`src/rtl/trim_dither_pkg.sv`:
```
package trim_dither_pkg;
    // Default trim codes: slow-pulling and fast-pulling load settings.
    localparam logic [3:0] SLOW_CODE_DEF = 4'b0010;
    localparam logic [3:0] FAST_CODE_DEF = 4'b1100;

    // Direction decided by the loop filter at a frame boundary.
    typedef enum logic [1:0] {
        STEP_HOLD = 2'd0,
        STEP_UP   = 2'd1,
        STEP_DOWN = 2'd2
    } step_dir_e;
endpackage

```
`src/rtl/dts_frame_counter.sv`:
```
// Frame position counter.
// Counts timer half-cycle events from 0 to FRAME_LEN-1 and wraps to 0.
// Assumes: strobe is synchronous to clk, one event per high cycle.
module dts_frame_counter #(
    parameter int unsigned FRAME_LEN = 1000,
    parameter int unsigned CNT_W     = 10
) (
    input  logic             clk,
    input  logic             rst_n,
    input  logic             strobe,
    output logic [CNT_W-1:0] count,
    output logic             wrap
);
    localparam logic [CNT_W-1:0] LAST = CNT_W'(FRAME_LEN - 1);

    // Flag the event that closes the current frame.
    always_comb wrap = strobe && (count == LAST);

    // Advance on each event, return to zero after the last position.
    always_ff @(posedge clk) begin
        if (!rst_n)
            count <= '0;
        else if (strobe)
            count <= wrap ? '0 : count + 1'b1;
    end

    p_range_r2: assert property (@(posedge clk) disable iff (!rst_n)
        count <= LAST);
    p_wrap_zero_r2: assert property (@(posedge clk) disable iff (!rst_n)
        (strobe && count == LAST) |=> (count == '0));
    p_step_r1: assert property (@(posedge clk) disable iff (!rst_n)
        (strobe && count != LAST) |=> (count == $past(count) + 1'b1));
    p_hold_r1: assert property (@(posedge clk) disable iff (!rst_n)
        !strobe |=> $stable(count));
endmodule

```
`src/rtl/dts_thr_filter.sv`:
```
// Loop filter for the dither split point.
// Moves the threshold by one at each frame boundary, according to the
// phase direction, and saturates within 0..FRAME_LEN.
// Assumes: phase inputs are sampled only in the frame-ending cycle.
module dts_thr_filter
    import trim_dither_pkg::*;
#(
    parameter int unsigned FRAME_LEN = 1000,
    parameter int unsigned CNT_W     = 10,
    parameter int unsigned THR_INIT  = 500
) (
    input  logic             clk,
    input  logic             rst_n,
    input  logic             wrap,
    input  logic             phase_fast,
    input  logic             phase_slow,
    output logic [CNT_W-1:0] thr
);
    localparam logic [CNT_W-1:0] THR_MAX   = CNT_W'(FRAME_LEN);
    localparam logic [CNT_W-1:0] THR_RESET = CNT_W'(THR_INIT);

    step_dir_e dir;

    // Decode the comparator outputs into a step direction.
    always_comb begin
        if (phase_fast && !phase_slow)
            dir = STEP_UP;
        else if (phase_slow && !phase_fast)
            dir = STEP_DOWN;
        else
            dir = STEP_HOLD;
    end

    // Apply one saturating step per frame boundary.
    always_ff @(posedge clk) begin
        if (!rst_n)
            thr <= THR_RESET;
        else if (wrap) begin
            case (dir)
                STEP_UP:   if (thr != THR_MAX) thr <= thr + 1'b1;
                STEP_DOWN: if (thr != '0)      thr <= thr - 1'b1;
                default:   thr <= thr;
            endcase
        end
    end

    p_bound_r5: assert property (@(posedge clk) disable iff (!rst_n)
        thr <= THR_MAX);
    p_only_at_wrap_r7: assert property (@(posedge clk) disable iff (!rst_n)
        !wrap |=> $stable(thr));
    p_up_r5: assert property (@(posedge clk) disable iff (!rst_n)
        (wrap && phase_fast && !phase_slow && thr != THR_MAX)
        |=> (thr == $past(thr) + 1'b1));
    p_down_r6: assert property (@(posedge clk) disable iff (!rst_n)
        (wrap && phase_slow && !phase_fast && thr != '0)
        |=> (thr == $past(thr) - 1'b1));
    p_equal_hold_r7: assert property (@(posedge clk) disable iff (!rst_n)
        (phase_fast == phase_slow) |=> $stable(thr));
endmodule

```
`src/rtl/dts_code_select.sv`:
```
// Trim code selector.
// Drives the slow code below the threshold and the fast code from it on.
// Assumes: count and thr come from registers, so the output is glitch-free
// at the clock edge.
module dts_code_select #(
    parameter int unsigned CNT_W     = 10,
    parameter int unsigned CODE_W    = 4,
    parameter logic [CODE_W-1:0] SLOW_CODE = 4'b0010,
    parameter logic [CODE_W-1:0] FAST_CODE = 4'b1100
) (
    input  logic [CNT_W-1:0]  count,
    input  logic [CNT_W-1:0]  thr,
    output logic [CODE_W-1:0] code
);
    // Choose the trim code for the current frame position.
    always_comb code = (count < thr) ? SLOW_CODE : FAST_CODE;
endmodule

```
`src/rtl/trim_dither_seq.sv`:
```
// Dithered crystal trim sequencer, top level.
// Time-shares the trim output between a slow and a fast code within each
// frame of half-cycle events, with a split point closed by a phase loop.
// Assumes: phase_fast/phase_slow are valid in the frame-ending strobe cycle.
module trim_dither_seq
    import trim_dither_pkg::*;
#(
    parameter int unsigned FRAME_LEN = 1000,
    parameter int unsigned THR_INIT  = 500,
    parameter int unsigned CODE_W    = 4,
    parameter logic [CODE_W-1:0] SLOW_CODE = SLOW_CODE_DEF,
    parameter logic [CODE_W-1:0] FAST_CODE = FAST_CODE_DEF,
    localparam int unsigned CNT_W    = $clog2(FRAME_LEN + 1)
) (
    input  logic              clk,
    input  logic              rst_n,
    input  logic              half_strobe,
    input  logic              phase_fast,
    input  logic              phase_slow,
    output logic [CODE_W-1:0] trim_code,
    output logic [CNT_W-1:0]  threshold
);
    logic [CNT_W-1:0] frame_pos;
    logic             frame_end;

    dts_frame_counter #(.FRAME_LEN(FRAME_LEN), .CNT_W(CNT_W)) u_count (
        .clk    (clk),
        .rst_n  (rst_n),
        .strobe (half_strobe),
        .count  (frame_pos),
        .wrap   (frame_end)
    );

    dts_thr_filter #(.FRAME_LEN(FRAME_LEN), .CNT_W(CNT_W), .THR_INIT(THR_INIT)) u_filter (
        .clk        (clk),
        .rst_n      (rst_n),
        .wrap       (frame_end),
        .phase_fast (phase_fast),
        .phase_slow (phase_slow),
        .thr        (threshold)
    );

    dts_code_select #(.CNT_W(CNT_W), .CODE_W(CODE_W),
                      .SLOW_CODE(SLOW_CODE), .FAST_CODE(FAST_CODE)) u_sel (
        .count (frame_pos),
        .thr   (threshold),
        .code  (trim_code)
    );

    p_code_steady_r1: assert property (@(posedge clk) disable iff (!rst_n)
        !half_strobe |=> $stable(trim_code));
    p_code_legal_r3: assert property (@(posedge clk) disable iff (!rst_n)
        (trim_code == SLOW_CODE) || (trim_code == FAST_CODE));
    p_full_slow_r4: assert property (@(posedge clk) disable iff (!rst_n)
        (threshold == CNT_W'(FRAME_LEN)) |-> (trim_code == SLOW_CODE));
    p_reset_r8: assert property (@(posedge clk)
        !rst_n |=> (threshold == CNT_W'(THR_INIT) && frame_pos == '0));
endmodule

```
`config.mk`:
```
export PLATFORM = sky130hd
export DESIGN_NAME = trim_dither_seq
export DESIGN_NICKNAME = d
export VERILOG_FILES = /design/src/rtl/trim_dither_pkg.sv /design/src/rtl/dts_frame_counter.sv /design/src/rtl/dts_thr_filter.sv /design/src/rtl/dts_code_select.sv /design/src/rtl/trim_dither_seq.sv
export SDC_FILE = /design/constraint.sdc
export NUM_CORES = 1
export LEC_CHECK = 0
export BUFFER_PORTS_ARGS = -buffer_cell sky130_fd_sc_hd__clkbuf_2
export CAP_MARGIN = 20
export CORE_UTILIZATION = 25
export DETAILED_ROUTE_END_ITERATION = 7
export GPL_TIMING_DRIVEN = 0
export PLACE_DENSITY = 0.44
export REMOVE_ABC_BUFFERS = 1
export SETUP_SLACK_MARGIN = 0.1
export SLEW_MARGIN = 20
export SYNTH_ARGS = -nofsm -noshare
export SYNTH_HDL_FRONTEND = slang
export SYNTH_SLANG_ARGS = --single-unit
export TNS_END_PERCENT = 10
```
`constraint.sdc`:
```
create_clock -name clk -period 7.3 [get_ports clk]
set_clock_uncertainty 0.05 [all_clocks]
set_input_delay 0.365 -clock clk [delete_from_list [all_inputs] [get_ports clk]]
set_output_delay 0.365 -clock clk [all_outputs]
set_load 0.03 [all_outputs]
```
==> flow_summary.ini, run 1 <==
[run_status]
outcome = completed

[setup_path]
regToRegStartpoint = u_count.count[0]$_SDFFE_PN0P_
reg2regPathDepth = 7
cp-end-kind = flip-flop
cp_max_fo = 23
crit_required_ns = 7.46
arrival_ns = 3.01
regToRegSetupSlack_ns = 4.74
crit_type = in -> reg
start_kind = input pin
r2r-end = u_filter.thr[6]$_SDFFE_PN1P_

[worst_hold_path]
hold_path.class = in -> reg
holdPathEnd = u_filter.thr[5]$_SDFFE_PN1P_
hold_depth = 2
hold_start = rst_n

[power_and_ir_drop]
totalPowerFinal_uw = 251.2
power_density_nw_per_um2 = 132.8
p_leak_nw = 0.7983
vdd_ir_drop_max_uv = 73.34

[floorplanning]
core_area_um2 = 6495
die_area_um2 = 7228
start_util_pct = 26.53
ioPinCount = 19
dieHeight_um = 85.02
rows = 29
fp.dieW_um = 85.02

[cts]
ctsLongestPathBuffers = 2
post_cts_buffers = 0
clkTransAtPathRegs_ns = 0.08
cts_tree = yes
clock_sinks = 20
holdBufCountCts = 0
cts_max_level = 1
clkLatencyLatePin_ns = 0.27
cts-root-buf = clkbuf_8
cts-buffers-inserted = 3
ctsResizeCount = 0

[logic_synthesis]
synth_compound_gate_area_share_pct = 20.33
synthMuxAreaShare_pct = 1.816
synthAdderAreaFrac_pct = 10.89
synth.avg_cell_area_um2 = 7.623
synthCells = 226
synth_edf_count = 0
yosys_register_bits = 20
synth.distinct_cells = 53
synth-simple-area-share_pct = 27.96
synthArstFlopShare_pct = 0
yosysWarnings = 0
synth-xor-area-share_pct = 7.625
ys_seq_area_share_pct = 23.24
synth_area_um2 = 1723
synth_top_family_by_area = simple AND/OR/NAND/NOR gates
ys.flop_type = dfxtp_1

[sta]
tns_ns = 0
worst_slew_margin_rel_pct = 46.67
tightest_slew_ns = 0.7999
hold_viol = 0
rsz0062_at_grt = no
fmax_mhz = 350.1
fin_crit_sh_pct = 39.13
slew_violations = 0
fin_crit_ns = 2.857
setup_viol = 0
whs_ns = 0.4138

[place]
portBuffers = 17
dpl.cell_count = 308
dp_hpwl_um = 3236
place.gp.congestion = 0.7956

[global_route]
overflow = 0
grtUsageTotal_pct = 12.67
first_global_vias = 1431
grt_max_degree = 24
antenna_found_initial = 0
grt_first_pass_wirelength_um = 7279

[drt]
ant_nets = 0
drt_iter0_markers = 59
first_pass_iters = 4
drt_wl_total_um = 4322
wl_per_cell_um = 13.85
drc = 0
vias = 1613
via_per_inst = 5.170

[finish]
diodes = 0
final_util_pct = 29.13
finalNonFillerCells = 312
fin_nets = 256
final_layout_size_suffix_gt1_share_pct = 11.06
fillers = 716
area_growth_syn_to_layout_pct = 9.804

[flow_run]
maxCapViolCount = 0
-- where the power goes --
| part | switching (mW) | internal (mW) |
|---|---|---|
| sequential | 0.00116 | 0.110 |
| combinational | 0.0147 | 0.00882 |
| clock | 0.0434 | 0.0733 |
| total | 0.0593 | 0.192 |
-- per-layer routing --
metal | part of all wire, % | GRT usage [%] | wire length (um)
met1 | 48 | 17.13 | 2078
met2 | 47 | 20.67 | 2011
met3 | 3.9 | 2.237 | 169
met4 | 1.4 | 3.544 | 62
met5 | 0 | 0 | 0
-- synthesized netlist by cell type (2+ instances only) --
library cell,number,area [um2]
nand3_1,9,45.04
nand2_1,21,78.83
clkbuf_8,3,41.29
xnor2_1,11,96.34
o211ai_1,5,37.54
a21oi_1,12,60.06
buf_4,2,15.01
inv_1,13,48.80
a21boi_0,5,37.54
clkbuf_1,6,22.52
or3_1,4,25.02
o21ai_0,10,50.05
and3_1,4,25.02
nand4_1,5,31.28
nor2_1,23,86.33
o31ai_1,2,15.01
or4_1,2,15.01
and2_1,4,25.02
and4_1,2,17.52
nand2b_1,4,25.02
nor3_1,5,25.02
a31oi_1,3,18.77
nand3b_1,2,15.01
xor2_1,4,35.03
dfxtp_1,20,400.4
mux2i_1,2,20.02
ha_1,15,187.7
nor2b_1,3,18.77
-- state kept, by name (all words and copies together) (netlist names) --
name	count
u_filter.thr	10
u_count.count	10
-- worst max-delay path, stage by stage --
cell,delay (ns)
clkbuf_2,0.09
inv_1,0.07
ha_1,0.68
clkinv_1,0.48
or3_1,0.45
o31a_1,0.15
o41a_1,0.39
a21oi_2,0.15
mux2i_1,0.18
-- kinds of logic after synthesis --
group | after synthesis
AOI/OAI and AO/OA | 52
xor gates and xnor gates | 15
adders and majority gates | 15
buffers and inverters | 26
DFF | 20
muxes | 3
other | 1
and+or+nand+nor | 94
-- cell usage in the layout, fill, tap and decap left out, types with 3 or more instances in the layout --
cell type	Yosys	layout
nand4_1	5	5
and3_1	4	4
o211ai_1	5	5
a31oi_1	3	3
a21oi_1	12	12
dfxtp_1	20	20
ha_1	15	15
nor2b_1	3	3
xor2_1	4	4
inv_1	13	13
and2_1	4	4
clkbuf_2	0	17
nor3_1	5	5
o21ai_0	10	10
nor2_1	23	23
a21boi_0	5	5
nand2b_1	4	4
nand2_1	21	21
xnor2_1	11	11
or3_1	4	4
nand3_1	9	9
clkbuf_8	3	3
-- worst max-delay path by stage --
stage / startpoint / endpoint / slack [ns] / depth (start not counted)
after floorplan: u_filter.thr[1]$_SDFFE_PN0P_ / trim_code[2] / 4.11 / 7
after global placement: phase_fast / u_filter.thr[9]$_SDFFE_PN0P_ / 4.18 / 9
after detailed placement: phase_fast / u_filter.thr[9]$_SDFFE_PN0P_ / 4.17 / 9
after CTS: phase_fast / u_filter.thr[9]$_SDFFE_PN0P_ / 4.47 / 9
after global routing: phase_fast / u_filter.thr[6]$_SDFFE_PN1P_ / 4.28 / 11
final: phase_fast / u_filter.thr[9]$_SDFFE_PN0P_ / 4.44 / 9
-- final cells by class --
| class | instances | area [um2] | share of cell area, % |
|---|---|---|---|
| multi-input combinational | 180 | 1186 | 62.70 |
| timing repair buffer | 17 | 85.08 | 4.497 |
| sequential | 20 | 400.4 | 21.16 |
| clock buffer | 3 | 41.29 | 2.183 |
| inverter | 14 | 52.55 | 2.778 |
| tap | 77 | 96.34 | 5.093 |
| clock inverter | 1 | 30.03 | 1.587 |
-- stage by stage --
stage | worst slack (ns) | instance area [um2]
floorplan | 4.113 | 1639
global placement | 4.180 | 1821
detailed placement | 4.170 | 1821
CTS | 4.468 | 1892
global route | 4.277 | 1892
finish | 4.443 | 1892
Note: power is estimated with default switching activity, not from simulation.
==> run 2: changes to the inputs <==
Settings changed: PLACE_DENSITY 0.44 to 0.45.
Clock period 7.3 ns to 2.5 ns, I/O delays scaled along.
==> flow_summary.ini, run 2 (same netlist as run 1, synthesis figures left out) <==
[finish]
final_cell_mix = 22 x nor2_1, 20 x nand2_1, 15 x clkbuf_2
multi_input_area_um2 = 1216
finalNonFillerCells = 313
final_common_cell = nor2_1
diodes = 0
final_util_pct = 29.65
ff_latch_area_um2 = 412.9
top_regs = u_count.count: 10 flops, u_filter.thr: 10 flops
area_growth_syn_to_layout_pct = 11.76
final_layout_size_suffix_gt1_share_pct = 17.37
fillers = 709
fin_nets = 257

[setup_path]
cp_max_fo = 12
arrival_ns = 2.43
crit_type = reg -> reg
cp-end-kind = flip-flop
start_kind = flip-flop
crit_required_ns = 2.66

[sta]
worst_slew_margin_rel_pct = 62.57
fin_crit_ns = 2.278
setup_viol = 0
hold_viol = 0
fin_crit_sh_pct = 91.11
tightest_slew_ns = 0.5615
fmax_mhz = 439.1
rsz0062_at_grt = yes
slew_violations = 0
fin_ws_ns = 0.2224

[power_and_ir_drop]
vdd_ir_drop_max_uv = 157.5
totalPowerFinal_uw = 658.2
p_leak_nw = 0.7972
power_density_nw_per_um2 = 341.8

[cts]
cts_tree = yes
cts-buffers-inserted = 3
clkLatencyLatePin_ns = 0.27
clock_sinks = 20
cts-root-buf = clkbuf_8
holdBufCountCts = 0
cts_max_level = 1
ctsLongestPathBuffers = 2
clkTransAtPathRegs_ns = 0.09

[drt]
ant_nets = 0
drc = 0
via_per_inst = 5.054
drt_wl_total_um = 4290
vias = 1582
wl_per_cell_um = 13.71
drt_iter0_markers = 90
first_pass_iters = 4

[global_route]
grtUsageTotal_pct = 12.73
overflow = 0
grt_max_degree = 24
antenna_found_initial = 0
grt_first_pass_wirelength_um = 7286
first_global_vias = 1490

[floorplanning]
fp.dieW_um = 85.02
rows = 29
core_area_um2 = 6495
die_area_um2 = 7228
ioPinCount = 19
start_util_pct = 26.53
dieHeight_um = 85.02

[place]
dp_hpwl_um = 3189
place.gp.congestion = 0.7894
dpl.cell_count = 308
dp_worst_setup_slack_ns = -0.3890
portBuffers = 17

[worst_hold_path]
hold_path.class = in -> reg

[run_status]
outcome = completed

[flow_run]
maxCapViolCount = 0
==> run 2: cell count changes in the layout (fill, tap and decap cells not counted), sizes merged <==
| cell | before | now |
|---|---|---|
| buf | 0 | 3 |
| bufinv | 1 | 0 |
| clkbuf | 20 | 19 |
==> run 2: repair_timing <==
action | in CTS | in global routing
setup buffers | 0 | 1
cloned | 0 | 0
gates resized for setup | 6 | 12
pin swaps | 0 | 2
endpoints found under the setup margin | 6 | 7
==> run 2: stage by stage <==
| step | hold slack, ns | cell area [um2] | setup TNS [ns] |
|---|---|---|---|
| floorplan | 0.1369 | 1639 | -0.8931 |
| global placement | 0.4458 | 1821 | -0.9801 |
| detailed placement | 0.4352 | 1821 | -1.027 |
| CTS | 0.1722 | 1887 | 0 |
| global route | 0.1901 | 1926 | 0 |
| finish | 0.1674 | 1926 | 0 |
==> run 2: final cells by class <==
type | count | share of cell area (%)
sequential | 20 | 21.44
multi-input combinational | 180 | 63.16
tap | 77 | 5.003
timing repair buffer | 18 | 4.808
clock buffer | 4 | 2.859
inverter | 14 | 2.729
==> run 2: final timing paths <==
path	cells after the start	slack, ns	to	startpoint
max	6	0.22	u_filter.thr[9]$_SDFFE_PN0P_	u_filter.thr[1]$_SDFFE_PN0P_
min reg2reg	2	0.45	u_filter.thr[9]$_SDFFE_PN0P_	u_filter.thr[9]$_SDFFE_PN0P_
max reg2reg	6	0.22	u_filter.thr[9]$_SDFFE_PN0P_	u_filter.thr[1]$_SDFFE_PN0P_
min	2	0.17	u_filter.thr[5]$_SDFFE_PN1P_	rst_n
==> run 2: worst max-delay path, cell delays in order (launching register included) <==
cell and delay [ns]:
dfxtp_2 0.39, or4b_4 0.56, or3_1 0.32, o31a_1 0.14, o41a_1 0.39, a21oi_2 0.16, mux2i_1 0.18
==> run 2: power breakdown <==
part / total (mW) / switching, mW / internal [mW]
sequential: 0.324 / 0.00369 / 0.320
clock: 0.263 / 0.122 / 0.141
combinational: 0.0718 / 0.0441 / 0.0277
total: 0.658 / 0.170 / 0.488
==> run 2: routing by layer <==
metal	share of wire (%)	GRT usage (%)	wire length, um	vias up
li1	-	-	-	820
met1	50	17.64	2163	727
met2	45	20.97	1926	33
met3	4.3	2.626	186	2
met4	0.33	1.387	14	0
met5	0	0	0	-
